### config.mk
export PLATFORM = sky130hd
export DESIGN_NAME = discharge_pulse_gen
export DESIGN_NICKNAME = d
export VERILOG_FILES = /design/src/rtl/dpg_pkg.sv /design/src/rtl/dpg_sync.sv /design/src/rtl/dpg_pulse_fsm.sv /design/src/rtl/dpg_sat_counter.sv /design/src/rtl/discharge_pulse_gen.sv
export SDC_FILE = /design/constraint.sdc
export NUM_CORES = 1
export LEC_CHECK = 0
export ABC_AREA = 1
export BUFFER_PORTS_ARGS = -buffer_cell sky130_fd_sc_hd__buf_4
export CORE_MARGIN = 4
export CORE_UTILIZATION = 60
export DETAILED_ROUTE_END_ITERATION = 8
export HOLD_SLACK_MARGIN = 0.08
export PLACE_DENSITY = 0.9
export REMOVE_ABC_BUFFERS = 1
export SKIP_CTS_REPAIR_TIMING = 1
export SLEW_MARGIN = 20
export SYNTH_ARGS = -nofsm -noshare
export SYNTH_HDL_FRONTEND = slang
export SYNTH_SLANG_ARGS = --single-unit
### constraint.sdc
create_clock -name clk -period 2.94 [get_ports clk]
set_input_delay 0.147 -clock clk [delete_from_list [all_inputs] [get_ports clk]]
set_output_delay 0.147 -clock clk [all_outputs]
set_load 0.05 [all_outputs]
### src/rtl/dpg_pkg.sv
package dpg_pkg;

  typedef enum logic [0:0] {
    ST_IDLE = 1'b0,
    ST_FIRE = 1'b1
  } dpg_state_e;

  function automatic int unsigned tmr_bits(input int unsigned cycles);
    return (cycles > 1) ? $clog2(cycles) : 1;
  endfunction

endpackage

### src/rtl/dpg_sync.sv
module dpg_sync #(
  parameter int unsigned STAGES    = 2,
  parameter bit          RESET_VAL = 1'b0
) (
  input  logic clk,
  input  logic rst_n,
  input  logic d_i,
  output logic q_o
);

  logic [STAGES-1:0] chain_q;
  logic [STAGES-1:0] chain_d;

  always_comb begin
    chain_d = {chain_q[STAGES-2:0], d_i};
  end

  always_ff @(posedge clk or negedge rst_n) begin
    if (!rst_n) begin
      chain_q <= {STAGES{RESET_VAL}};
    end else begin
      chain_q <= chain_d;
    end
  end

  assign q_o = chain_q[STAGES-1];

endmodule

### src/rtl/dpg_pulse_fsm.sv
module dpg_pulse_fsm
  import dpg_pkg::*;
#(
  parameter int unsigned WIDTH_CYC = 60
) (
  input  logic clk,
  input  logic rst_n,
  input  logic trig_i,
  output logic fire_o,
  output logic start_o
);

  localparam int unsigned TW = tmr_bits(WIDTH_CYC);
  localparam logic [TW-1:0] TMR_LOAD = TW'(WIDTH_CYC - 1);

  dpg_state_e    state_q, state_d;
  logic [TW-1:0] tmr_q, tmr_d;
  logic          tmr_en;
  logic          start;

  always_comb begin
    state_d = state_q;
    tmr_d   = tmr_q;
    start   = 1'b0;
    unique case (state_q)
      ST_IDLE: begin
        if (trig_i) begin
          state_d = ST_FIRE;
          tmr_d   = TMR_LOAD;
          start   = 1'b1;
        end
      end
      ST_FIRE: begin
        if (tmr_q == '0) begin
          state_d = ST_IDLE;
        end else begin
          tmr_d = tmr_q - 1'b1;
        end
      end
      default: state_d = ST_IDLE;
    endcase
  end

  assign tmr_en = start | (state_q == ST_FIRE);

  always_ff @(posedge clk or negedge rst_n) begin
    if (!rst_n) begin
      state_q <= ST_IDLE;
    end else begin
      state_q <= state_d;
    end
  end

  always_ff @(posedge clk or negedge rst_n) begin
    if (!rst_n) begin
      tmr_q <= '0;
    end else if (tmr_en) begin
      tmr_q <= tmr_d;
    end
  end

  assign fire_o  = (state_q == ST_FIRE);
  assign start_o = start;

endmodule

### src/rtl/dpg_sat_counter.sv
module dpg_sat_counter #(
  parameter int unsigned CNT_W = 32
) (
  input  logic             clk,
  input  logic             rst_n,
  input  logic             inc_i,
  input  logic             clr_i,
  output logic [CNT_W-1:0] cnt_o
);

  logic [CNT_W-1:0] cnt_q, cnt_d;
  logic             at_max;
  logic             cnt_en;

  assign at_max = &cnt_q;
  assign cnt_en = clr_i | (inc_i & ~at_max);

  always_comb begin
    if (clr_i) begin
      cnt_d = '0;
    end else begin
      cnt_d = cnt_q + 1'b1;
    end
  end

  always_ff @(posedge clk or negedge rst_n) begin
    if (!rst_n) begin
      cnt_q <= '0;
    end else if (cnt_en) begin
      cnt_q <= cnt_d;
    end
  end

  assign cnt_o = cnt_q;

endmodule

### src/rtl/discharge_pulse_gen.sv
module discharge_pulse_gen #(
  parameter int unsigned WIDTH_CYC   = 60,
  parameter int unsigned CNT_W       = 32,
  parameter int unsigned SYNC_STAGES = 2
) (
  input  logic             clk,
  input  logic             rst_n,
  input  logic             disc_i,
  input  logic             cnt_clr_i,
  output logic             discharge_o,
  output logic             timing_o,
  output logic [CNT_W-1:0] pulse_count_o
);

  logic rst_n_int;
  logic disc_s;
  logic fire;
  logic start;

  // Reset: asserted at once, released after two clock edges.
  dpg_sync #(.STAGES(2), .RESET_VAL(1'b0)) u_rst_sync (
    .clk  (clk),
    .rst_n(rst_n),
    .d_i  (1'b1),
    .q_o  (rst_n_int)
  );

  // The comparator level is asynchronous to clk.
  dpg_sync #(.STAGES(SYNC_STAGES), .RESET_VAL(1'b0)) u_disc_sync (
    .clk  (clk),
    .rst_n(rst_n_int),
    .d_i  (disc_i),
    .q_o  (disc_s)
  );

  dpg_pulse_fsm #(.WIDTH_CYC(WIDTH_CYC)) u_fsm (
    .clk    (clk),
    .rst_n  (rst_n_int),
    .trig_i (disc_s),
    .fire_o (fire),
    .start_o(start)
  );

  dpg_sat_counter #(.CNT_W(CNT_W)) u_cnt (
    .clk  (clk),
    .rst_n(rst_n_int),
    .inc_i(start),
    .clr_i(cnt_clr_i),
    .cnt_o(pulse_count_o)
  );

  assign discharge_o = fire;
  // The raw comparator level bypasses the synchronizer so that the
  // rising edge carries no clock quantisation.
  assign timing_o    = disc_i | fire;

endmodule

* Word-level counts from Yosys, hierarchy flattened
Cells that the tools add are included.
Word-level totals: logic and storage cells 26, input bits 4, register bits 43, output and inout port bits 34
Operators by class: add/sub/neg operators 2, bitwise logic cells 6, reduce and logical (&&, ||, !) cells 3, equality and inequality tests 2, muxes and demuxes 8
Operator list (number):
- $add 32x1->32 const B | 1
- $mux 32 | 1
- $reduce_and 32->1 | 1
- $mux 6 | 2
- $pmux 6 s2 | 1
- $logic_not 6->1 | 1
- $sub 6x1->6 const B | 1
- $ne 2x2->1 const B | 2
- $mux 1 | 3
- $or 1x1->1 | 3
- $reduce_and 3->1 | 1
- $not 1->1 | 2
- $pmux 1 s2 | 1
- $and 1x1->1 | 1

* Longest topological paths before layout
Gate-level depths: netlist of run 1.
depth after elaboration 4, gate-level depth with buffers 12, depth with buffers taken out 11

* Cells and area by module
Synthesis of run 1 repeated with hierarchy kept, for this count alone.
Second synthesis, totals: cell total of the unflattened synthesis 407, area, all modules 2782.7 um2
Modules (own cells, without submodules):
- dpg_sat_counter | sequential area each 800.8 um2, cells an instance 350, area each 2242.2 um2, times used 1
- dpg_pulse_fsm | sequential area each 175.2 um2, cells an instance 49, area each 425.4 um2, times used 1
- dpg_sync | sequential area each 50.0 um2, cells an instance 2, area each 50.0 um2, times used 2
- discharge_pulse_gen | sequential area each 0.0 um2, cells an instance 4, area each 15.0 um2, times used 1

* Worst setup path after synthesis of run 1
Ideal clock, no wire load.
kind register to register, start register u_cnt.cnt_q[1], in the netlist u_cnt.cnt_o[1], end register u_cnt.cnt_q[29], in the netlist u_cnt.cnt_o[29], period minus slack after synthesis 1.967 ns, arrival 1.900 ns, library setup time 0.066 ns, path buffers 1, stages on the path, launching flop included 13, slack 0.973 ns, required time 2.874 ns, cells stage by stage dfrtp_1 -> ha_1 -> nand2_1 -> nor2_4 -> nand2_4 -> nor2_8 -> nand2_2 -> nand2_4 -> nand2_4 -> clkinv_4 -> buf_8 -> nand2_1 -> nand2_1
Between the ends: longest elaborated chain between the ends 4, elaborated cells between the ends (all ways) 6, those cells by class add/sub: 1; mux: 1; bitwise: 3; reduce/logical: 1
Ends and longest elaborated chain:
- start, declared | RTL line dpg_sat_counter.sv:11 | logic [CNT_W-1:0] cnt_q, cnt_d;
- start signal, assigned | RTL line dpg_sat_counter.sv:30 | cnt_q <= cnt_d;
- parallel branches: the longest is 4 deep, another holds $add 32x1->32
Several ways; the timed one is not identified. A chain may end at the register's enable or synchronous reset.

* Final worst setup path of run 1
start register u_cnt.cnt_q[1], in the netlist u_cnt.cnt_o[1], end register u_cnt.cnt_q[22], in the netlist u_cnt.cnt_o[22]
Same word-level chain as after synthesis.

==> results of run 1 <==
==> critical path: cells and delay by family (launching register included) <==
family,cells,cell delay (ns)
AO/OA/AOI/OAI,1,0.14
flip-flops,1,0.40
adder cells (fa/ha/maj),1,0.21
AND/OR/NAND/NOR,7,1.08
==> sequential cells by signal (all words and copies together), names as in the netlist <==
| signal | flops |
|---|---|
| u_fsm.tmr_q | 6 |
| u_rst_sync.chain_q | 2 |
| u_disc_sync.chain_q | 2 |
| u_fsm.fire_o | 1 |
| u_cnt.cnt_o | 32 |
==> logic make-up (layout without fill, tap and decap cells) <==
logic type,after synthesis,after routing,share of synthesized area (%)
AO/OA/AOI/OAI,36,36,6.86
XOR/XNOR,8,8,2.63
adder cells (fa/ha/maj),3,3,1.41
buffers and inverters,49,92,8.04
flip-flops,43,43,40.4
other,1,1,0.141
AND/OR/NAND/NOR,247,247,40.5
==> worst max-delay path by stage <==
stage	from	end	slack [ns]	cells after the start
6_report	u_cnt.cnt_o[1]$_DFFE_PN0P_	u_cnt.cnt_o[22]$_DFFE_PN0P_	1.03	9
3_5_place_dp	u_cnt.cnt_o[1]$_DFFE_PN0P_	u_cnt.cnt_o[22]$_DFFE_PN0P_	1.11	9
3_3_place_gp	u_cnt.cnt_o[1]$_DFFE_PN0P_	u_cnt.cnt_o[28]$_DFFE_PN0P_	1.22	11
4_1_cts	u_cnt.cnt_o[1]$_DFFE_PN0P_	u_cnt.cnt_o[22]$_DFFE_PN0P_	1.03	9
5_1_grt	u_cnt.cnt_o[1]$_DFFE_PN0P_	u_cnt.cnt_o[22]$_DFFE_PN0P_	0.92	9
2_1_floorplan	u_cnt.cnt_o[0]$_DFFE_PN0P_	u_cnt.cnt_o[14]$_DFFE_PN0P_	0.61	8
==> power by group <==
group | total [W] | switching (W) | internal, W
registers | 0.000685 | 0.0000405 | 0.000645
logic | 0.000303 | 0.000210 | 0.0000936
clock network | 0.000404 | 0.000213 | 0.000192
total | 0.00139 | 0.000463 | 0.000930
==> final cells by class <==
| class | instances | area (µm²) | share of cell area (%) |
|---|---|---|---|
| Clock buffer | 6 | 82.6 | 2.67 |
| Sequential cell | 43 | 1080 | 34.8 |
| Multi-Input combinational cell | 295 | 1370 | 44.3 |
| Clock inverter | 2 | 16.3 | 0.525 |
| Timing Repair Buffer | 43 | 328 | 10.6 |
| Inverter | 41 | 159 | 5.13 |
| Tap cell | 50 | 62.6 | 2.02 |
==> layout by cell type, fill, tap and decap left out, types with 2 or more instances in the layout <==
| master | Yosys | final |
|---|---|---|
| dlygate4sd3_1 | 0 | 2 |
| nand4_1 | 12 | 12 |
| o21ai_1 | 11 | 11 |
| xor2_1 | 4 | 4 |
| nor2_2 | 3 | 3 |
| ha_1 | 3 | 3 |
| clkbuf_8 | 0 | 6 |
| a21oi_1 | 10 | 10 |
| o21ai_0 | 14 | 14 |
| nor2_1 | 50 | 50 |
| nand3_1 | 40 | 40 |
| nand2_2 | 2 | 2 |
| nand2_1 | 132 | 132 |
| dfrtp_1 | 43 | 42 |
| xnor2_1 | 4 | 4 |
| inv_1 | 39 | 39 |
| nor2_4 | 2 | 2 |
| nand2_4 | 3 | 3 |
| clkinv_4 | 1 | 2 |
| buf_4 | 1 | 41 |
==> synthesized netlist by cell type (4+ instances only) <==
cell	instances	area [µm²]
nand4_1	12	75.1
xnor2_1	4	35.0
nor2_1	50	188
a21oi_1	10	50.1
nand2_1	132	495
dfrtp_1	43	1080
o21ai_0	14	70.1
xor2_1	4	35.0
o21ai_1	11	55.1
nand3_1	40	200
inv_1	39	146
==> metrics by stage <==
stage               hold slack (ns)  instances
floorplan                    -0.149        379
global placement            -0.0708        470
detailed placement          -0.0642        470
CTS                          -0.396        478
global route                  0.146        480
finish                        0.151        480
==> layer usage <==
layer  up-vias  part of all wire [%]  track usage, %
met4         0                   2.2            11.9
met5         -                     0               0
met1      1257                    41            35.0
li1       1315                     -               -
met3        19                   8.5            5.14
met2       140                    49            42.5
==> results.md, run 1 <==
- Crit path DAT: 2.14 ns
- Slew headroom: 63.8%
- Max cap viols: 0
- Final worst slack: 1.03 ns
- GRT Util Overall: 26.6%
- PwrDens: 450 nW/µm²
- FF+latch count, synth: 43
- Layout Utilization: 74.7%
- Placeable Area: 4140 µm²
- Number of enable flip-flop cells after synthesis: 0
- Mapped Area: 2660 µm²
- Worst Setup Start Kind: flip-flop
- Initial DRC Count: 254
- Slew @ Worst Pin: 0.543 ns
- PortBufs: 37
- Reg-to-reg endpoint: u_cnt.cnt_o[22]$_DFFE_PN0P_
- Fill cells: 328
- Antenna cells: 0
- IO Pins: 38
- Initial core utilization: 64.2%
- Ys Warns: 0
- Layout Skew: 0.00593 ns
- Count of final setup violators: 0
- Die extent in y: about 75 µm
- Fin area: 3100 µm²
- Post-DRT Antenna Nets: 0
- Critical Path Slowest Stage Cell: dfrtp_1
- Number of distinct library cells after synthesis: 28
- RSZ-0062 raised after global routing: false
- Fin nets: 436
- Min Clock Period, post-route: 1.91 ns
- Register area share after synthesis: 40.4%
- Total wire length: 6730 µm
- Max Freq: around 520 MHz
- Power, Total: 0.00139 W
- Share of cells above drive strength 1: roughly 15%
- Synth Area per Inst: 6.88 µm²
- Main synth FF type: dfrtp_1
- Worst reg-to-reg setup slack: roughly 1 ns
- Detailed Routing Iterations Pass 1: 6
- Vias in the first global route: 2534
- Final TNS setup: 0 ns
- Tightest Hold Check Type: primary input to async pin
- Static leakage: 1.48 nW
- Area delta synth->final: 16.4%
- Placed inst area: 2980 µm²
- Outcome: completed
- Worst Path Max Fanout: 5
- Worst path required time: 3.17 ns
- Cell mode on critical path: nand2_1
- HPWL after DPL: 4910 µm
- Syn Inst Count: 387
- Dpl ws: 1.11 ns
- RR Startpoint: u_cnt.cnt_o[1]$_DFFE_PN0P_
- Drt wl/cell: between 10 and 15 µm
- Vias: around 2700
- Largest net degree at the start of global routing: 26
- Vias/cell: between 5 and 6
- Full die area: 5570 µm²
- Num CTS Buffers: 5
- Clock Pin Slew Worst Setup and Hold Paths: 0.09 ns
- Die Wd: around 75 µm
- Clock tree buffer depth: 2
- CTS H-tree lvls: 2
- Initial antenna violation count: 0
- Worst skew pair latency: 0.30 ns
- Final Max Tran Viols: 0
- CTS sink cnt: 43
- DRC: 0
- CP max stage delay: ~0.40 ns
- Root buf cell: clkbuf_8
- Critical path endpoint category: flip-flop
- CTS tree: yes
- Cell Chain, Critical Path: ha_1 -> nand2_1 -> nor2_4 -> nand2_1 -> nor2_1 -> nand2_1 -> nand2_1 -> nand3_1 -> o21ai_1
- Routability congestion estimate: 0.922
- R2R cell count: 9
- CP Class: flip-flop to flip-flop
- First-pass GRT wire length: 11300 µm
- Final Hold Viols: 0
- Row cnt: 23
- Peak VDD IR: 269 µV
- Gr ovfl total: 0
- FFs w/ async S/R, synth: 100%
- Tcrit/Tclk final: 65.1%
(Power assumes the default switching activity.)
==> inputs of run 2 (changes only) <==
--- a/config.mk
+++ b/config.mk
@@ -5,13 +5,13 @@
 export SDC_FILE = /design/constraint.sdc
 export NUM_CORES = 1
 export LEC_CHECK = 0
-export ABC_AREA = 1
+export ABC_AREA = 0
 export BUFFER_PORTS_ARGS = -buffer_cell sky130_fd_sc_hd__buf_4
 export CORE_MARGIN = 4
-export CORE_UTILIZATION = 60
+export CORE_UTILIZATION = 56
 export DETAILED_ROUTE_END_ITERATION = 8
 export HOLD_SLACK_MARGIN = 0.08
-export PLACE_DENSITY = 0.9
+export PLACE_DENSITY = 0.86
 export REMOVE_ABC_BUFFERS = 1
 export SKIP_CTS_REPAIR_TIMING = 1
 export SLEW_MARGIN = 20
==> constraint.sdc (replaced) <==
create_clock -name clk -period 1.9 [get_ports clk]
set_input_delay 0.095 -clock clk [delete_from_list [all_inputs] [get_ports clk]]
set_output_delay 0.095 -clock clk [all_outputs]
set_load 0.05 [all_outputs]
==> results.md, run 2 <==
- PwrDens: 709 nW/µm² (+58%)
- Crit path DAT: 2.21 ns (+0.07 ns)
- Synth area leaders: dfrtp_1 47%, xnor2_1 6.5%, nor2_1 6.0%
- Met3 usage: 4.16% (-0.98 points)
- Placed inst area: 2930 µm² (-1.6%)
- Area of the multi-input gates: 1320 µm² (-4.0%)
- Register area share after synthesis: 46.7% (+6.3 points)
- Fin nets: 332 (-24%)
- Static leakage: 1.41 nW (-4.4%)
- Initial antenna violation count: 0 (unchanged)
- Share of cells above drive strength 1: 38.0% (+23 points)
- Min Clock Period, post-route: 2.02 ns (+0.109 ns)
- Syn Inst Count: 243 (-37%)
- Clock tree buffer depth: 2 (unchanged)
- CP Class: flip-flop to flip-flop
- Top-area cell type share of the netlist area: 46.7% (+6.3 points)
- Slew @ Worst Pin: 0.550 ns (+0.00656 ns)
- Area delta synth->final: 39.9%
- Number of distinct library cells after synthesis: 43 (+54%)
- Worst path required time: 2.08 ns (-1.09 ns)
- Dpl ws: -0.113 ns (-1.23 ns)
- Tightest Hold Check Type: primary input to async pin
- CP max stage delay: 0.61 ns (+0.21 ns)
- CTS H-tree lvls: 2 (unchanged)
- Root buf cell: clkbuf_8
- Ys Warns: 0 (unchanged)
- R2R cell count: 5 (-4)
- FFs w/ async S/R, synth: 100% (unchanged)
- Count of final setup violators: 16 (+16)
- Worst Path Buf+Inv: 0 (unchanged)
- Full die area: 5210 µm² (-6.5%)
- PortBufs: 37 (unchanged)
- Fill cells: 223 (-32%)
- Worst reg-to-reg setup slack: -0.12 ns (-1.15 ns)
- Max cap viols: 0 (unchanged)
- Row cnt: 23 (unchanged)
- Critical path endpoint category: flip-flop
- Vias: 2447 (-10%)
- Antenna cells: 0 (unchanged)
- Met1 usage: 31.8% (-3.2 points)
- First-pass GRT wire length: 10000 µm (-12%)
- Max reg flops: 32 (unchanged)
- Peak VDD IR: 576 µV (+110%)
- Vias/cell: 6.51 (+14%)
- Worst Setup Start Kind: flip-flop
- Initial core utilization: 57.6% (-6.6 points)
- Critical Path Slowest Stage Cell: or4_1
- Placed cell count: 365 (-22%)
- Leading area contributor after synthesis: dfrtp_1
- Vias in the first global route: 2119 (-16%)
- Most common cell after layout, fill and taps aside: buf_4
- HPWL after DPL: 4180 µm (-15%)
- RR Startpoint: u_cnt.cnt_o[30]$_DFFE_PN0P_
- DRC: 0 (unchanged)
- Top Usage Layer GRT: met2
- Slew headroom: 63.4% (-0.44 points)
- Final Hold Viols: 0 (unchanged)
- Synth Area per Inst: 9.48 µm² (+38%)
- Die Wd: 72.2 µm (-3.3%)
- Die extent in y: 72.2 µm (-3.3%)
- CP delay by family, top: simple AND/OR/NAND/NOR gates
- CTS tree: yes
- Final worst slack: -0.123 ns (-1.15 ns)
- Hold_ws: 0.105 ns (-0.0461 ns)
- Most frequent cells in the layout: 81 x buf_4, 43 x dfrtp_1, 36 x nor2_1
- CTS sink cnt: 43 (unchanged)
- GRT Util Overall: 24.5% (-2.1 points)
- Mapped Area: 2300 µm² (-13%)
- IO Pins: 38 (unchanged)
- Failing checks: negative setup slack
- Reg-to-reg endpoint: u_cnt.cnt_o[4]$_DFFE_PN0P_
- Tcrit/Tclk final: 106% (+41 points)
- Layout Skew: 0.00699 ns (+0.00106 ns)
- Cell mode on critical path: nand4_1
- Initial DRC Count: 358 (+41%)
- Count leader, synth: dfrtp_1
- Gr ovfl total: 0 (unchanged)
- Largest net degree at the start of global routing: 42 (+62%)
- Main synth FF type: dfrtp_1
- Detailed Routing Iterations Pass 1: 5 (-1)
- Placeable Area: 4000 µm² (-3.5%)
- Cell Chain, Critical Path: nand4_1 -> or4_1 -> o21a_4 -> nand4_1 -> mux2_4
- Layout Cells excl Fill: 376 (-22%)
- Post-DRT Antenna Nets: 0 (unchanged)
- Max Freq: 494 MHz (-5.4%)
- Number of enable flip-flop cells after synthesis: 0 (unchanged)
- Drt wl/cell: 19.7 µm (+40%)
- Most frequent cells after synthesis: 43 x dfrtp_1, 37 x nor2_1, 17 x xnor2_1, 14 x nand2_1, 13 x nand4_1
- Outcome: finished, violations left
- Storage cell area: 1080 µm² (-0.12%)
- GR Layer Usage met2: 40.7% (-1.8 points)
- Worst skew pair latency: 0.30 ns (about the same)
- Clock Pin Slew Worst Setup and Hold Paths: 0.08 ns (about the same)
- Total wire length: 7410 µm (+10%)
- RSZ-0062 raised after global routing: true
- Worst Path Max Fanout: 4 (-1)
- Num CTS Buffers: 5 (unchanged)
- FF+latch count, synth: 43 (unchanged)
- Final Max Tran Viols: 0 (unchanged)
- Power, Total: 0.00229 W (+64%)
- Routability congestion estimate: 0.851 (-7.8%)
- Fin area: 3220 µm² (+4.1%)
## run 2: changes by cell type in the layout (fill, tap and decap cells not counted), sizes merged, moves of 13 or more
cell and change:
nor2 -19, inv -34, xnor2 +13, nand3 -28, o21ai -20, nand2 -123, buf +42
## run 2: area by class of cell
class,count,share of cell area [%]
Clock buffer,8,3.10
Inverter,5,0.582
Multi-Input combinational cell,185,40.8
Sequential cell,43,33.4
Tap cell,50,1.94
Timing Repair Buffer,85,20.2
## run 2: worst max path at each step
stage	from	endpoint	slack [ns]	cells after the start
floorplan	u_cnt.cnt_o[0]$_DFFE_PN0P_	u_cnt.cnt_o[6]$_DFFE_PN0P_	-0.67	6
global placement	u_cnt.cnt_o[0]$_DFFE_PN0P_	u_cnt.cnt_o[28]$_DFFE_PN0P_	-0.03	7
detailed placement	u_cnt.cnt_o[1]$_DFFE_PN0P_	u_cnt.cnt_o[30]$_DFFE_PN0P_	-0.11	7
CTS	u_cnt.cnt_o[1]$_DFFE_PN0P_	u_cnt.cnt_o[30]$_DFFE_PN0P_	-0.11	7
global route	u_cnt.cnt_o[17]$_DFFE_PN0P_	u_cnt.cnt_o[23]$_DFFE_PN0P_	-0.18	7
finish	u_cnt.cnt_o[30]$_DFFE_PN0P_	u_cnt.cnt_o[4]$_DFFE_PN0P_	-0.12	5
## run 2: stage by stage
| stage | utilization [%] | setup TNS [ns] |
|---|---|---|
| 2_1_floorplan | - | -10.33 |
| 3_3_place_gp | 73.3 | -0.0593 |
| 3_5_place_dp | 73.3 | -0.513 |
| 4_1_cts | 75.8 | -0.572 |
| 5_1_grt | 80.6 | -2.24 |
| 6_report | 80.6 | -0.822 |
## run 2: logic make-up (layout without fill, tap and decap cells)
family	count (synthesis)	count (layout)	share of synthesized area, %
AOI/OAI and AO/OA	25	25	7.76
xor gates and xnor gates	20	20	7.60
adders and majority gates	3	3	1.63
buffers and inverters	15	98	3.09
DFF	43	43	46.7
muxes	6	6	2.82
other	1	1	0.163
and+or+nand+nor	130	130	30.2
## run 2: layer usage
metal | wire length (µm) | vias up
met5 | 0 | -
met4 | 234 | 0
met3 | 577 | 33
met2 | 3760 | 159
met1 | 2830 | 1220
li1 | - | 1035
## run 2: report_power, final
part / switching, W / internal (W) / total [W]
Sequential: 0.0000829 / 0.000999 / 0.00108
Combinational: 0.000339 / 0.000216 / 0.000555
Clock: 0.000316 / 0.000332 / 0.000648
